$ cat src/rtl/spd_timing_pkg.sv
package spd_timing_pkg;
  typedef enum logic [1:0] {
    ST_IDLE,
    ST_REQ,
    ST_WAIT,
    ST_CALC
  } seq_state_e;

  localparam int unsigned FETCH_N   = 7;
  localparam int unsigned SLOT_CAS  = 0;
  localparam int unsigned SLOT_CT   = 1;
  localparam int unsigned SLOT_CT2  = 2;
  localparam int unsigned SLOT_CT3  = 3;
  localparam int unsigned SLOT_RP   = 4;
  localparam int unsigned SLOT_RCD  = 5;
  localparam int unsigned SLOT_RAS  = 6;
endpackage

$ cat src/rtl/spd_fetch_seq.sv
module spd_fetch_seq
  import spd_timing_pkg::*;
#(
  parameter int unsigned SLOTS = FETCH_N,
  parameter int unsigned IDX_W = $clog2(SLOTS)
) (
  input  logic             clk,
  input  logic             rst_n,
  input  logic             start,
  input  logic             req_ready,
  input  logic             rsp_valid,
  output logic             req_valid,
  output logic [IDX_W-1:0] slot_idx,
  output logic             capture,
  output logic             calc
);
  localparam logic [IDX_W-1:0] LAST_IDX = IDX_W'(SLOTS - 1);

  seq_state_e       state_q, state_d;
  logic [IDX_W-1:0] idx_q, idx_d;

  always_comb begin
    state_d = state_q;
    idx_d   = idx_q;
    case (state_q)
      ST_IDLE: if (start) begin
        state_d = ST_REQ;
        idx_d   = '0;
      end
      ST_REQ:  if (req_ready) state_d = ST_WAIT;
      ST_WAIT: if (rsp_valid) begin
        if (idx_q == LAST_IDX) begin
          state_d = ST_CALC;
        end else begin
          idx_d   = idx_q + 1'b1;
          state_d = ST_REQ;
        end
      end
      default: state_d = ST_IDLE;
    endcase
  end

  always_ff @(posedge clk or negedge rst_n) begin
    if (!rst_n) begin
      state_q <= ST_IDLE;
      idx_q   <= '0;
    end else begin
      state_q <= state_d;
      idx_q   <= idx_d;
    end
  end

  assign req_valid = (state_q == ST_REQ);
  assign capture   = (state_q == ST_WAIT) && rsp_valid;
  assign calc      = (state_q == ST_CALC);
  assign slot_idx  = idx_q;
endmodule

$ cat src/rtl/spd_byte_store.sv
module spd_byte_store #(
  parameter int unsigned SLOTS  = 7,
  parameter int unsigned BYTE_W = 8,
  parameter int unsigned IDX_W  = $clog2(SLOTS)
) (
  input  logic                          clk,
  input  logic                          rst_n,
  input  logic                          capture,
  input  logic [IDX_W-1:0]              slot_idx,
  input  logic [BYTE_W-1:0]             data_in,
  output logic [SLOTS-1:0][BYTE_W-1:0]  bytes
);
  for (genvar g = 0; g < SLOTS; g++) begin : g_slot
    logic load_en;
    assign load_en = capture && (slot_idx == IDX_W'(g));
    always_ff @(posedge clk or negedge rst_n) begin
      if (!rst_n) begin
        bytes[g] <= '0;
      end else if (load_en) begin
        bytes[g] <= data_in;
      end
    end
  end
endmodule

$ cat src/rtl/spd_timing_calc.sv
module spd_timing_calc
  import spd_timing_pkg::*;
#(
  parameter int unsigned  SLOTS      = FETCH_N,
  parameter int unsigned  BYTE_W     = 8,
  parameter int unsigned  MULT_W     = 12,
  parameter logic [7:0]   CT_FAST    = 8'h50,
  parameter logic [7:0]   CT_MID     = 8'h60,
  parameter logic [7:0]   PER_FAST   = 8'h14,
  parameter logic [7:0]   PER_MID    = 8'h18,
  parameter logic [7:0]   PER_SLOW   = 8'h1E,
  parameter logic [7:0]   SEL_FAST   = 8'h85,
  parameter logic [7:0]   SEL_MID    = 8'h81,
  parameter logic [7:0]   SEL_SLOW   = 8'h80,
  parameter int unsigned  SHORT_BASE = 3,
  parameter int unsigned  LONG_BASE  = 7
) (
  input  logic [SLOTS-1:0][BYTE_W-1:0] bytes,
  output logic [7:0]                   timing_nxt,
  output logic [7:0]                   clksel_nxt
);
  localparam int unsigned ROWS = 3;

  logic [BYTE_W-1:0] period;
  logic [BYTE_W-1:0] sup, ct, ct2, ct3;
  logic [1:0]        cas_code;
  logic [MULT_W-1:0] per_w;
  logic [BYTE_W-1:0] row_val [ROWS];
  logic [1:0]        row_fld [ROWS];

  assign sup = bytes[SLOT_CAS];
  assign ct  = bytes[SLOT_CT];
  assign ct2 = bytes[SLOT_CT2];
  assign ct3 = bytes[SLOT_CT3];
  assign row_val[0] = bytes[SLOT_RP];
  assign row_val[1] = bytes[SLOT_RCD];
  assign row_val[2] = bytes[SLOT_RAS];

  always_comb begin
    if (ct <= CT_FAST) begin
      period     = PER_FAST;
      clksel_nxt = SEL_FAST;
    end else if (ct <= CT_MID) begin
      period     = PER_MID;
      clksel_nxt = SEL_MID;
    end else begin
      period     = PER_SLOW;
      clksel_nxt = SEL_SLOW;
    end
  end

  always_comb begin
    if (sup[4]) begin
      cas_code = 2'b11;
      if (sup[3] && (ct2 <= period)) cas_code = 2'b10;
      if (sup[2] && (ct3 <= period)) cas_code = 2'b01;
    end else begin
      cas_code = 2'b10;
      if (sup[2] && (ct2 <= period)) cas_code = 2'b01;
    end
  end

  assign per_w = MULT_W'(period);

  for (genvar g = 0; g < ROWS; g++) begin : g_row
    localparam int unsigned LO = (g == ROWS - 1) ? LONG_BASE : SHORT_BASE;
    logic [MULT_W-1:0] val_w, lim1, lim2, lim3;
    assign val_w = MULT_W'(row_val[g]);
    assign lim1  = MULT_W'(LO) * per_w;
    assign lim2  = MULT_W'(LO + 1) * per_w;
    assign lim3  = MULT_W'(LO + 2) * per_w;
    assign row_fld[g] = (val_w >= lim3) ? 2'd3 :
                        (val_w >= lim2) ? 2'd2 :
                        (val_w >= lim1) ? 2'd1 : 2'd0;
  end

  assign timing_nxt = {row_fld[2], cas_code, row_fld[1], row_fld[0]};
endmodule

$ cat src/rtl/spd_timing_deriver.sv
module spd_timing_deriver
  import spd_timing_pkg::*;
#(
  parameter int unsigned BYTE_W   = 8,
  parameter int unsigned ADDR_W   = 8,
  parameter int unsigned MULT_W   = 12,
  parameter logic [7:0]  ADR_CAS  = 8'd18,
  parameter logic [7:0]  ADR_CT   = 8'd9,
  parameter logic [7:0]  ADR_CT2  = 8'd23,
  parameter logic [7:0]  ADR_CT3  = 8'd25,
  parameter logic [7:0]  ADR_RP   = 8'd27,
  parameter logic [7:0]  ADR_RCD  = 8'd29,
  parameter logic [7:0]  ADR_RAS  = 8'd30
) (
  input  logic              clk,
  input  logic              rst_n,
  input  logic              start,
  output logic              req_valid,
  output logic [ADDR_W-1:0] req_addr,
  input  logic              req_ready,
  input  logic              rsp_valid,
  input  logic [BYTE_W-1:0] rsp_data,
  output logic [7:0]        timing_byte,
  output logic [7:0]        clk_sel,
  output logic              done
);
  localparam int unsigned IDX_W = $clog2(FETCH_N);

  logic [1:0]                      rst_sync;
  logic                            rst_int_n;
  logic [IDX_W-1:0]                slot_idx;
  logic                            capture, calc;
  logic [FETCH_N-1:0][BYTE_W-1:0]  bytes;
  logic [ADDR_W-1:0]               addr_tab [FETCH_N];
  logic [7:0]                      timing_nxt, clksel_nxt;

  always_ff @(posedge clk or negedge rst_n) begin
    if (!rst_n) rst_sync <= 2'b00;
    else        rst_sync <= {rst_sync[0], 1'b1};
  end
  assign rst_int_n = rst_sync[1];

  assign addr_tab[SLOT_CAS] = ADDR_W'(ADR_CAS);
  assign addr_tab[SLOT_CT]  = ADDR_W'(ADR_CT);
  assign addr_tab[SLOT_CT2] = ADDR_W'(ADR_CT2);
  assign addr_tab[SLOT_CT3] = ADDR_W'(ADR_CT3);
  assign addr_tab[SLOT_RP]  = ADDR_W'(ADR_RP);
  assign addr_tab[SLOT_RCD] = ADDR_W'(ADR_RCD);
  assign addr_tab[SLOT_RAS] = ADDR_W'(ADR_RAS);

  spd_fetch_seq #(.SLOTS(FETCH_N), .IDX_W(IDX_W)) u_seq (
    .clk       (clk),
    .rst_n     (rst_int_n),
    .start     (start),
    .req_ready (req_ready),
    .rsp_valid (rsp_valid),
    .req_valid (req_valid),
    .slot_idx  (slot_idx),
    .capture   (capture),
    .calc      (calc)
  );

  assign req_addr = addr_tab[slot_idx];

  spd_byte_store #(.SLOTS(FETCH_N), .BYTE_W(BYTE_W), .IDX_W(IDX_W)) u_store (
    .clk      (clk),
    .rst_n    (rst_int_n),
    .capture  (capture),
    .slot_idx (slot_idx),
    .data_in  (rsp_data),
    .bytes    (bytes)
  );

  spd_timing_calc #(.SLOTS(FETCH_N), .BYTE_W(BYTE_W), .MULT_W(MULT_W)) u_calc (
    .bytes      (bytes),
    .timing_nxt (timing_nxt),
    .clksel_nxt (clksel_nxt)
  );

  always_ff @(posedge clk or negedge rst_int_n) begin
    if (!rst_int_n) begin
      timing_byte <= '0;
      clk_sel     <= '0;
      done        <= 1'b0;
    end else begin
      done <= calc;
      if (calc) begin
        timing_byte <= timing_nxt;
        clk_sel     <= clksel_nxt;
      end
    end
  end
endmodule

$ cat config.mk
export PLATFORM = sky130hd
export DESIGN_NAME = spd_timing_deriver
export DESIGN_NICKNAME = d
export VERILOG_FILES = /design/src/rtl/spd_timing_pkg.sv /design/src/rtl/spd_fetch_seq.sv /design/src/rtl/spd_byte_store.sv /design/src/rtl/spd_timing_calc.sv /design/src/rtl/spd_timing_deriver.sv
export SDC_FILE = /design/constraint.sdc
export NUM_CORES = 1
export LEC_CHECK = 0
export ABC_CLOCK_PERIOD_IN_PS = 2500
export BUFFER_PORTS_ARGS = -buffer_cell sky130_fd_sc_hd__buf_2
export CAP_MARGIN = 20
export CORE_MARGIN = 3
export CORE_UTILIZATION = 60
export CTS_BUF_LIST = sky130_fd_sc_hd__clkbuf_16
export CTS_CLUSTER_SIZE = 40
export DETAILED_ROUTE_END_ITERATION = 7
export GPL_ROUTABILITY_DRIVEN = 0
export PLACE_DENSITY = 0.83
export SYNTH_ARGS = -nofsm -noshare
export SYNTH_HDL_FRONTEND = slang
export SYNTH_SLANG_ARGS = --single-unit
export TNS_END_PERCENT = 50
$ cat constraint.sdc
create_clock -name clk -period 2.5 [get_ports clk]
set_clock_uncertainty 0.15 [all_clocks]
set_input_delay 0.375 -clock clk [delete_from_list [all_inputs] [get_ports clk]]
set_output_delay 0.375 -clock clk [all_outputs]
set_load 0.005 [all_outputs]
# Yosys cells after proc, flatten, opt, wreduce, memory -nomap -nowiden

Memory sizes are Yosys's and may differ from the RTL's.
Index checks and enable logic that the tools add are counted.

Output and inout bits: 26
Register bits after elaboration: 77
Logic and storage cells: 91
Input bits: 13
Memories: 1
ROM bits: 64

Memories:

| name            | words | width | read ports | clocked after Yosys merged registers in | write ports | line                     | source |
|---|---|---|---|---|---|---|---|
| (no name shown) | 8     | 8     | 1          | 0                                       | 0           | spd_timing_deriver.sv:63 | `assign req_addr = addr_tab[slot_idx];` |

Bitwise logic cells: 1
Multiplexer cells: 28
Equality and inequality tests: 13
$lt $le $gt $ge: 14
Add/sub/neg operators: 1
$mul: 4
Reduce and logical (&&, ||, !) cells: 16

Operators with widths:

| operator             | count |
|---|---|
| $ge 8x12->1          | 6 |
| $mux 8               | 4 |
| $mux 2               | 13 |
| $mul 3x8->11 const A | 2 |
| $ge 8x10->1          | 2 |
| $le 8x7->1 const B   | 2 |
| $le 8x8->1           | 2 |
| $mul 4x8->12 const A | 1 |
| $mux 3               | 4 |
| $ge 8x11->1          | 1 |
| $logic_and 1x1->1    | 11 |
| $mul 2x8->10 const A | 1 |
| $eq 3x3->1 const B   | 3 |
| $eq 3x2->1 const B   | 2 |
| $ne 2x2->1 const B   | 3 |
| $pmux 2 s3           | 1 |
| $pmux 3 s2           | 1 |
| $mux 1               | 5 |
| $eq 2x2->1 const B   | 2 |
| $ge 4x4->1 const B   | 1 |
| $not 3->4            | 1 |
| $reduce_and 4->1     | 1 |
| $add 3x1->3 const B  | 1 |
| $eq 3x1->1 const B   | 1 |
| other kinds (6)      | 6 |

# Longest topological paths before layout

Gate-level depths: netlist of run 1.

Depth in word-level cells: 8
Mapped depth: 12
Gate-level depth less buffers: 11

# Modules after synthesis

A second synthesis of run 1 with hierarchy kept.

Cells, all modules: 382
Area total of the unflattened synthesis: 4654.5 um2

Modules (own cells, without submodules):

| module             | cells an instance | sequential area each (um2) | area each (um2) | times used |
|---|---|---|---|---|
| spd_byte_store     | 126               | 1401.3                     | 2147.1          | 1 |
| spd_timing_calc    | 176               | 0.0                        | 1395.1          | 1 |
| spd_timing_deriver | 50                | 475.5                      | 797.0           | 1 |
| spd_fetch_seq      | 30                | 125.1                      | 315.3           | 1 |

# Worst setup path after synthesis of run 1

No wires, ideal clock.

Path type: register to register
From: register u_store.bytes[8] (netlist name)
To: register timing_byte[4]
Cell stages (with the launch flop): 10
Path slack: -0.474 ns
Period minus slack after synthesis: 2.974 ns
Buffers on the path: 0
Arrival time: 2.702 ns
Required time: 2.229 ns
Cells stage by stage: dfrtp_1 or4_4 a21o_2 a21oi_1 ha_1 nor2b_1 a221oi_1 o21ai_0 a2bb2oi_1 o22a_1

Word-level cells in the longest chain between the ends: 8
Elaborated cells between the ends (all ways): 13
Classes of those cells: order compare: 4; mux: 6; reduce/logical: 3

RTL lines:

| what                              | line                                         | source |
|---|---|---|
| from (decl)                       | spd_byte_store.sv:11                         | `output logic [SLOTS-1:0][BYTE_W-1:0] bytes` |
| from (signal, indexed assignment) | spd_byte_store.sv:20                         | `bytes[g] <= data_in;` |
| $le 8x7->1                        | spd_timing_calc.sv:43                        | `end else if (ct <= CT_MID) begin` |
| $mux 3                            | spd_timing_calc.sv:43                        |  |
| $mux 8 (*)                        | spd_timing_calc.sv:40                        | `if (ct <= CT_FAST) begin` |
| $le 8x8->1                        | spd_timing_calc.sv:55, spd_timing_calc.sv:59 |  |
| $logic_and 1x1->1                 | spd_timing_calc.sv:55                        | `if (sup[3] && (ct2 <= period)) cas_code = 2'b10;` |
| $mux 1                            | spd_timing_calc.sv:55                        |  |
| $mux 2                            | spd_timing_calc.sv:56                        | `if (sup[2] && (ct3 <= period)) cas_code = 2'b01;` |
| $mux 2 (*)                        | spd_timing_calc.sv:53                        | `if (sup[4]) begin` |
| to (signal assigned)              | spd_timing_deriver.sv:88                     | `timing_byte <= timing_nxt;` |
| to (decl)                         | spd_timing_deriver.sv:23                     | `output logic [7:0] timing_byte,` |

Every way passes the cells marked *; elsewhere a longest branch is shown, timed or not.
A chain may end at the register's enable or synchronous reset.

# Final worst setup path of run 1

From: register u_store.bytes[8] (netlist name)
To: register timing_byte[0]

Word-level cells in the longest chain between the ends: 8
Elaborated cells between the ends (all ways): 12
Classes of those cells: mul: 2; order compare: 5; mux: 5

RTL lines:

| what         | line                  | source |
|---|---|---|
| $le 8x7->1   | spd_timing_calc.sv:43 |  |
| $mux 3       | spd_timing_calc.sv:43 |  |
| $mux 8 (*)   | spd_timing_calc.sv:40 |  |
| $mul 2x8->10 | spd_timing_calc.sv:69 | `assign lim1 = MULT_W'(LO) * per_w;` |
| $ge 8x12->1  | spd_timing_calc.sv:74 | `(val_w >= lim1) ? 2'd1 : 2'd0;` |
| $mux 1       | spd_timing_calc.sv:74 |  |
| $mux 2       | spd_timing_calc.sv:73 | `(val_w >= lim2) ? 2'd2 :` |
| $mux 2 (*)   | spd_timing_calc.sv:72 | `assign row_fld[g] = (val_w >= lim3) ? 2'd3 :` |

Marks and branches as above.

==> out/metrics.cfg, run 1 <==
[synth]
ys_seq_area_share_pct = 41.99
ys_warn_count = 0
synth_edf_count = 0
synthCells = 363
syn_area_per_cell_sq_um = 11.49
synth_ff_type = dfrtp_1
yosysUniqueCellTypes = 54
syn-cell-area_sq_um = 4172
synth-seq-cells = 70
async_reset_ff_share_pct = 100.0

[routing]
firstDrtPassIters = 4
first_iter_violations = 215
wl_per_cell_um = 21.43
vias = 3205
vias_per_cell = 6.223
ant_nets = 0
wl_mm = 11.04
route.detailed.drc = 0

[worst_setup_path]
required_ns = 2.56
worstSetupEndpointType = register
cp.arrival_ns = 3.03
critPathMaxStageDelay_ns = 0.55
path_class = reg -> reg
path_cells = or4_4, a21o_4, a21oi_4, buf_12, nor2_4, ha_1, nand4_1, nor4_1, nor3_1, nand2_1, o22ai_1
worstPathMaxFanout = 5
slowest_stage = or4_4
critPathLaunchType = register

[worst_hold_path]
hold_path.class = in -> reg

[power_and_ir_drop]
power.static_leakage_nw = 2.635
irDropWorstVdd_v = 0.0007739
total_power_mw = 5.844
p_per_area_nw_per_um2 = 1125

[outcome]
outcome = complete, but fails checks
violations = negative setup slack

[placed_design]
portBuffers = 30
hpwl_mm = 6.713
post-place-ws_ns = -0.3966

[global_routing]
gr-total-overflow = 0
grt_max_degree = 69
grt_pass1_vias = 3399
antenna_found_initial = 0
grt_usage_pct = 29.18
grt_pass1_wl_mm = 17.15

[floorplanning]
ios = 39
start_util_pct = 63.87
die_h_um = 89.38
core_sq_um = 6531
die_x_um = 89.38
rows = 29
dieArea_sq_um = 7989

[cts]
tritoncts = built
cts-buffers-inserted = 9
cts_buffer_depth = 2
cts_sinks = 70
clk_latency_ns = 0.33
htree_levels = 3
path_clk_slew_ns = 0.06
ctsRootBufferMaster = clkbuf_16

[timing]
setup_violations = 8
fin_ws_ns = -0.4772
maxSlewViolCount = 0
fmax_ghz = 0.3359
hold_viol_final = 0
timing.hold.ws_ns = 0.1207
finalCriticalPeriod_ns = 2.977
rsz0062_at_grt = yes
finalCritPeriodShare_pct = 119.1

[flow_run]
timing.max_cap.violations = 0

[final_layout]
antenna_cells = 0
mostFrequentLayoutCell = dfrtp_1
area_growth_pct = 24.54
drive_above_1_share_pct = 38.58
final_nets = 504
final_cell_mix = dfrtp_1 (69), mux2_2 (51), ha_1 (46)

report_power, final:
group	internal, mW	leakage [nW]	switching, mW
Clock	0.764	0.143	0.484
Combinational	1.46	1.57	1.46
Sequential	1.43	0.923	0.244
Total	3.66	2.64	2.19
cells in the mapped netlist (all sizes together) (3+ instances only):
| cell | instances | area [sq um] |
|---|---|---|
| a21o | 9 | 68.82 |
| inv | 20 | 75.07 |
| nand4b | 3 | 26.28 |
| nand2b | 6 | 37.54 |
| nand3 | 5 | 40.04 |
| a211oi | 3 | 22.52 |
| buf | 10 | 76.32 |
| a21oi | 12 | 71.32 |
| mux2i | 3 | 30.03 |
| nor3 | 5 | 25.02 |
| o211a | 3 | 30.03 |
| o211ai | 4 | 35.03 |
| nand2 | 24 | 92.59 |
| nor2 | 10 | 37.54 |
| dfrtp | 70 | 1752 |
| o21ai | 17 | 85.08 |
| nor2b | 8 | 50.05 |
| ha | 58 | 725.7 |
| clkbuf | 3 | 11.26 |
| mux2 | 52 | 585.6 |
| o22a | 4 | 36.29 |
| nand4 | 6 | 37.54 |
| o21a | 3 | 22.52 |
layout make-up:
| type | instances | area, sq um |
|---|---|---|
| multi-input combinational | 270 | 2551 |
| sequential | 70 | 1753 |
| fill | 372 | 1336 |
| timing repair buffer | 61 | 425.4 |
| clock buffer | 9 | 225.2 |
| tap | 77 | 96.34 |
| inverter | 21 | 78.83 |
| clock inverter | 7 | 65.06 |
through the flow:
stage	area, sq um	utilization, %	cells	TNS (ns)
4_1_cts	5095	78.01	512	-2.907
6_report	5195	79.54	515	-3.594
2_1_floorplan	4253	-	373	-1.298
5_1_grt	5195	79.54	515	-4.192
3_3_place_gp	4561	69.83	485	-2.220
3_5_place_dp	4561	69.83	485	-2.867
repair_timing:
item / 4_1_cts / 5_1_grt
hold buffers: 1 / 0
setup buffers: 9 / 3
hold endpoints to repair: 2 / 0
endpoints found under the setup margin: 8 / 8
gates resized for setup: 33 / 10
cloned: 1 / 0
pin swaps: 29 / 20
critical path: cells and delay by family, from the launching register on:
| kind | cells | cell delay, ns |
|---|---|---|
| AND/OR/NAND/NOR | 6 | 1.32 |
| AO/OA/AOI/OAI | 3 | 0.54 |
| flip-flops | 1 | 0.38 |
| adder cells (fa/ha/maj) | 1 | 0.32 |
| buffers and inverters | 1 | 0.15 |
sequential cells by signal, summed over array words and instances (netlist names):
name	cells
done	1
rst_sync	2
u_seq.slot_idx	3
timing_byte	8
u_store.bytes	51
u_seq.state_q	2
clk_sel	3
worst paths after layout:
check	from	to	slack, ns	depth (start not counted)
max	u_store.bytes[8]	timing_byte[0]	-0.48	11
min	req_ready	u_seq.state_q[1]	0.12	3
max reg2reg	u_store.bytes[8]	timing_byte[0]	-0.48	11
min reg2reg	rst_sync[1]	u_store.bytes[23]	0.13	1
max in group asynchronous	rst_sync[1]	timing_byte[0]	1.77	1
min in group asynchronous	rst_sync[1]	u_store.bytes[23]	0.13	1
layer usage:
| layer | track usage [%] | wire (um) | up-vias |
|---|---|---|---|
| li1 | - | - | 1457 |
| met1 | 35.12 | 4457 | 1587 |
| met2 | 52.18 | 5696 | 126 |
| met3 | 3.687 | 548 | 35 |
| met4 | 12.58 | 336 | 0 |
| met5 | 0 | 0 | - |
logic make-up (layout without fill, tap and decap cells):
logic type / Yosys count / after routing / synth area share, %
mux: 55 / 55 / 14.76
flops: 70 / 70 / 41.99
buf+inv: 34 / 98 / 3.989
other cells: 2 / 12 / 0.1800
compound gates: 69 / 69 / 11.88
fa+ha+maj: 58 / 58 / 17.40
simple gates: 75 / 76 / 9.809
No activity file was read; power rests on OpenSTA's default activity.
==> inputs of run 2 (changes only) <==
- ABC_AREA: not set -> 1
- PLACE_DENSITY: 0.83 -> 0.82
==> run 2 against run 1 <==
Against the previous run: design area decreased by 4.4%; sequential share of layout area up 1.6 points; the flow now finishes without violations; critical path depth increased by 2; area after synthesis rose by 3.5%; hold slack worse by 0.024 ns; largest cell class unchanged; via count grew 9.4%; critical endpoint is now timing_byte[7]; die area grew 3.3%; synthesized cell count grew 37%.
==> out/metrics.cfg, run 2 <==
[outcome]
outcome = finished clean

[cts]
cts_sinks = 70
tritoncts = built
cts-buffers-inserted = 9
clk_latency_ns = 0.33
htree_levels = 3
cts_buffer_depth = 2
ctsRootBufferMaster = clkbuf_16
path_clk_slew_ns = 0.06

[timing]
fin_ws_ns = 0.09979
hold_viol_final = 0
finalCriticalPeriod_ns = 2.400
rsz0062_at_grt = yes
maxSlewViolCount = 0
fmax_ghz = 0.4166
timing.hold.ws_ns = 0.09684
max-slew-margin-rel_pct = 63.93
setup_violations = 0
finalCritPeriodShare_pct = 96.01
worst_pin_slew_ns = 0.5410

[synth]
syn-cell-area_sq_um = 4318
yosysMostFrequentCell = nand2_1
synth_edf_count = 0
async_reset_ff_share_pct = 100.0
synth_area_leader_cell = dfrtp_1
synth_ff_type = dfrtp_1
yosys-top-cells-count = nand2_1 (103), dfrtp_1 (70), ha_1 (58)
synth-seq-cells = 70
netlist.area_leader.share_pct = 40.57
ys_warn_count = 0
synthCells = 499
yosysUniqueCellTypes = 30
ys_seq_area_share_pct = 40.57
yosys-top-cells-area = dfrtp_1 (41%), ha_1 (17%), nand2_1 (9.0%)
syn_area_per_cell_sq_um = 8.653

[final_layout]
antenna_cells = 0
multi_input_area_sq_um = 2326
regMostFlops = u_store.bytes
seq_area_sq_um = 1753
mostFrequentLayoutCell = nand2_1
top_regs = u_store.bytes: 51 flops, timing_byte: 8 flops
final-instance-count-excl-fill = 648
final.fill_count = 488
final_nets = 618
drive_above_1_share_pct = 18.12
area_growth_pct = 15.01
final_cell_mix = nand2_1 (101), dfrtp_1 (69), ha_1 (55)
largest_reg_flops = 51

[placed_design]
portBuffers = 30
dp.cells = 625
post-place-ws_ns = 0.08676
hpwl_mm = 7.021

[worst_setup_path]
critPathBufInv = 3
slowest_stage = dfrtp_1
crit_path_frequent_cell = nand2_1
required_ns = 2.61
path_class = reg -> reg
crit_family = simple AND/OR/NAND/NOR gates
critPathMaxStageDelay_ns = 0.38
critPathLaunchType = register
worstSetupEndpointType = register
cp.arrival_ns = 2.51
path_cells = nor2_1, nand3_1, nand3b_1, nand2_2, clkinvlp_4, buf_4, ha_1, inv_1, nor3_1, o21ai_0, nand2_1, nand2_1, a21oi_1
worstPathMaxFanout = 7

[floorplanning]
dieArea_sq_um = 8250
ios = 39
die_x_um = 90.83
rows = 30
core_sq_um = 6869
start_util_pct = 62.86
die_h_um = 90.83

[routing]
route.detailed.drc = 0
ant_nets = 0
first_iter_violations = 222
vias = 3507
firstDrtPassIters = 4
vias_per_cell = 5.412
wl_per_cell_um = 15.65
wl_mm = 10.14

[power_and_ir_drop]
total_power_mw = 5.580
power.static_leakage_nw = 2.544
irDropWorstVdd_v = 0.0005674
p_per_area_nw_per_um2 = 1124

[global_routing]
grt_usage_pct = 25.53
gr-total-overflow = 0
grt_max_degree = 31
antenna_found_initial = 0
grt_pass1_vias = 3408
grt_pass1_wl_mm = 16.48

[flow_run]
timing.max_cap.violations = 0

[worst_hold_path]
hold_path.class = in -> reg

run 2: cell count changes after synthesis, moves of 4 or more:
cell | before | now
nor2_4 | 0 | 5
mux2_2 | 51 | 11
a21oi_1 | 11 | 36
a21o_1 | 8 | 1
o21ai_0 | 16 | 43
nand2b_1 | 6 | 0
nand3_1 | 2 | 19
nor3_1 | 5 | 9
nor2_1 | 10 | 48
nand2_1 | 23 | 103
inv_1 | 19 | 49
nor2b_1 | 8 | 0
run 2: worst register-to-register path, delay by kind of cell (launching register included):
family | cells | cell delay [ns]
DFF | 1 | 0.38
and+or+nand+nor | 7 | 0.88
AOI/OAI and AO/OA | 2 | 0.28
buffers and inverters | 3 | 0.34
adders and majority gates | 1 | 0.29
run 2: power breakdown:
part	internal, mW	switching, mW
registers	1.45	0.234
clock network	0.764	0.487
logic	1.09	1.55
run 2: routing by layer:
| metal | share of wire (%) | wire length, um | up-vias | GRT usage, % |
|---|---|---|---|---|
| met3 | 5.9 | 595 | 38 | 5.750 |
| met1 | 41 | 4176 | 1622 | 31.13 |
| met4 | 4.0 | 404 | 0 | 11.93 |
| met5 | 0 | 0 | - | 0 |
| met2 | 49 | 4962 | 116 | 42.93 |
| li1 | - | - | 1731 | - |
run 2: layout make-up:
class	count	area share, %
multi-input combinational	370	46.84
tap	96	2.419
clock buffer	9	4.535
clock inverter	7	1.310
timing repair buffer	43	5.291
inverter	53	4.308
sequential	70	35.30
run 2: logic make-up (layout without fill, tap and decap cells):
| group | count (synthesis) | count (layout) | share of synthesized area (%) |
|---|---|---|---|
| other | 2 | 12 | 0.1739 |
| AOI/OAI and AO/OA | 85 | 85 | 10.11 |
| adders and majority gates | 58 | 58 | 16.81 |
| buffers and inverters | 69 | 112 | 7.679 |
| and+or+nand+nor | 202 | 202 | 21.10 |
| DFF | 70 | 70 | 40.57 |
| muxes | 13 | 13 | 3.564 |
run 2: path summary, 6_finish.rpt:
kind	startpoint	endpoint	slack (ns)	depth (start not counted)
worst max-delay path	u_store.bytes[8]	timing_byte[7]	0.1	13
worst min-delay path	rsp_valid	u_seq.state_q[1]	0.1	2
worst max register to register	u_store.bytes[8]	timing_byte[7]	0.1	13
worst min register to register	rst_sync[1]	u_store.bytes[31]	0.11	0
max in group asynchronous	rst_sync[1]	u_store.bytes[23]	1.47	1
min in group asynchronous	rst_sync[1]	u_store.bytes[31]	0.11	0
run 2: repair_timing:
item,4_1_cts,5_1_grt
cloned,0,0
endpoints found under the hold margin,2,0
buffers inserted,0,6
gates resized for setup,2,13
hold buffers,1,0
endpoints found under the setup margin,1,8
pin swaps,0,3
run 2: through the flow:
step                      cell area, sq um  TNS, ns  util [%]
final                                 4966        0     72.30
after global routing                  4966  -0.1939     72.30
after CTS                             4861        0     70.77
after detailed placement              4557        0     66.34
after global placement                4557        0     66.34
after floorplan                       4355        0         -
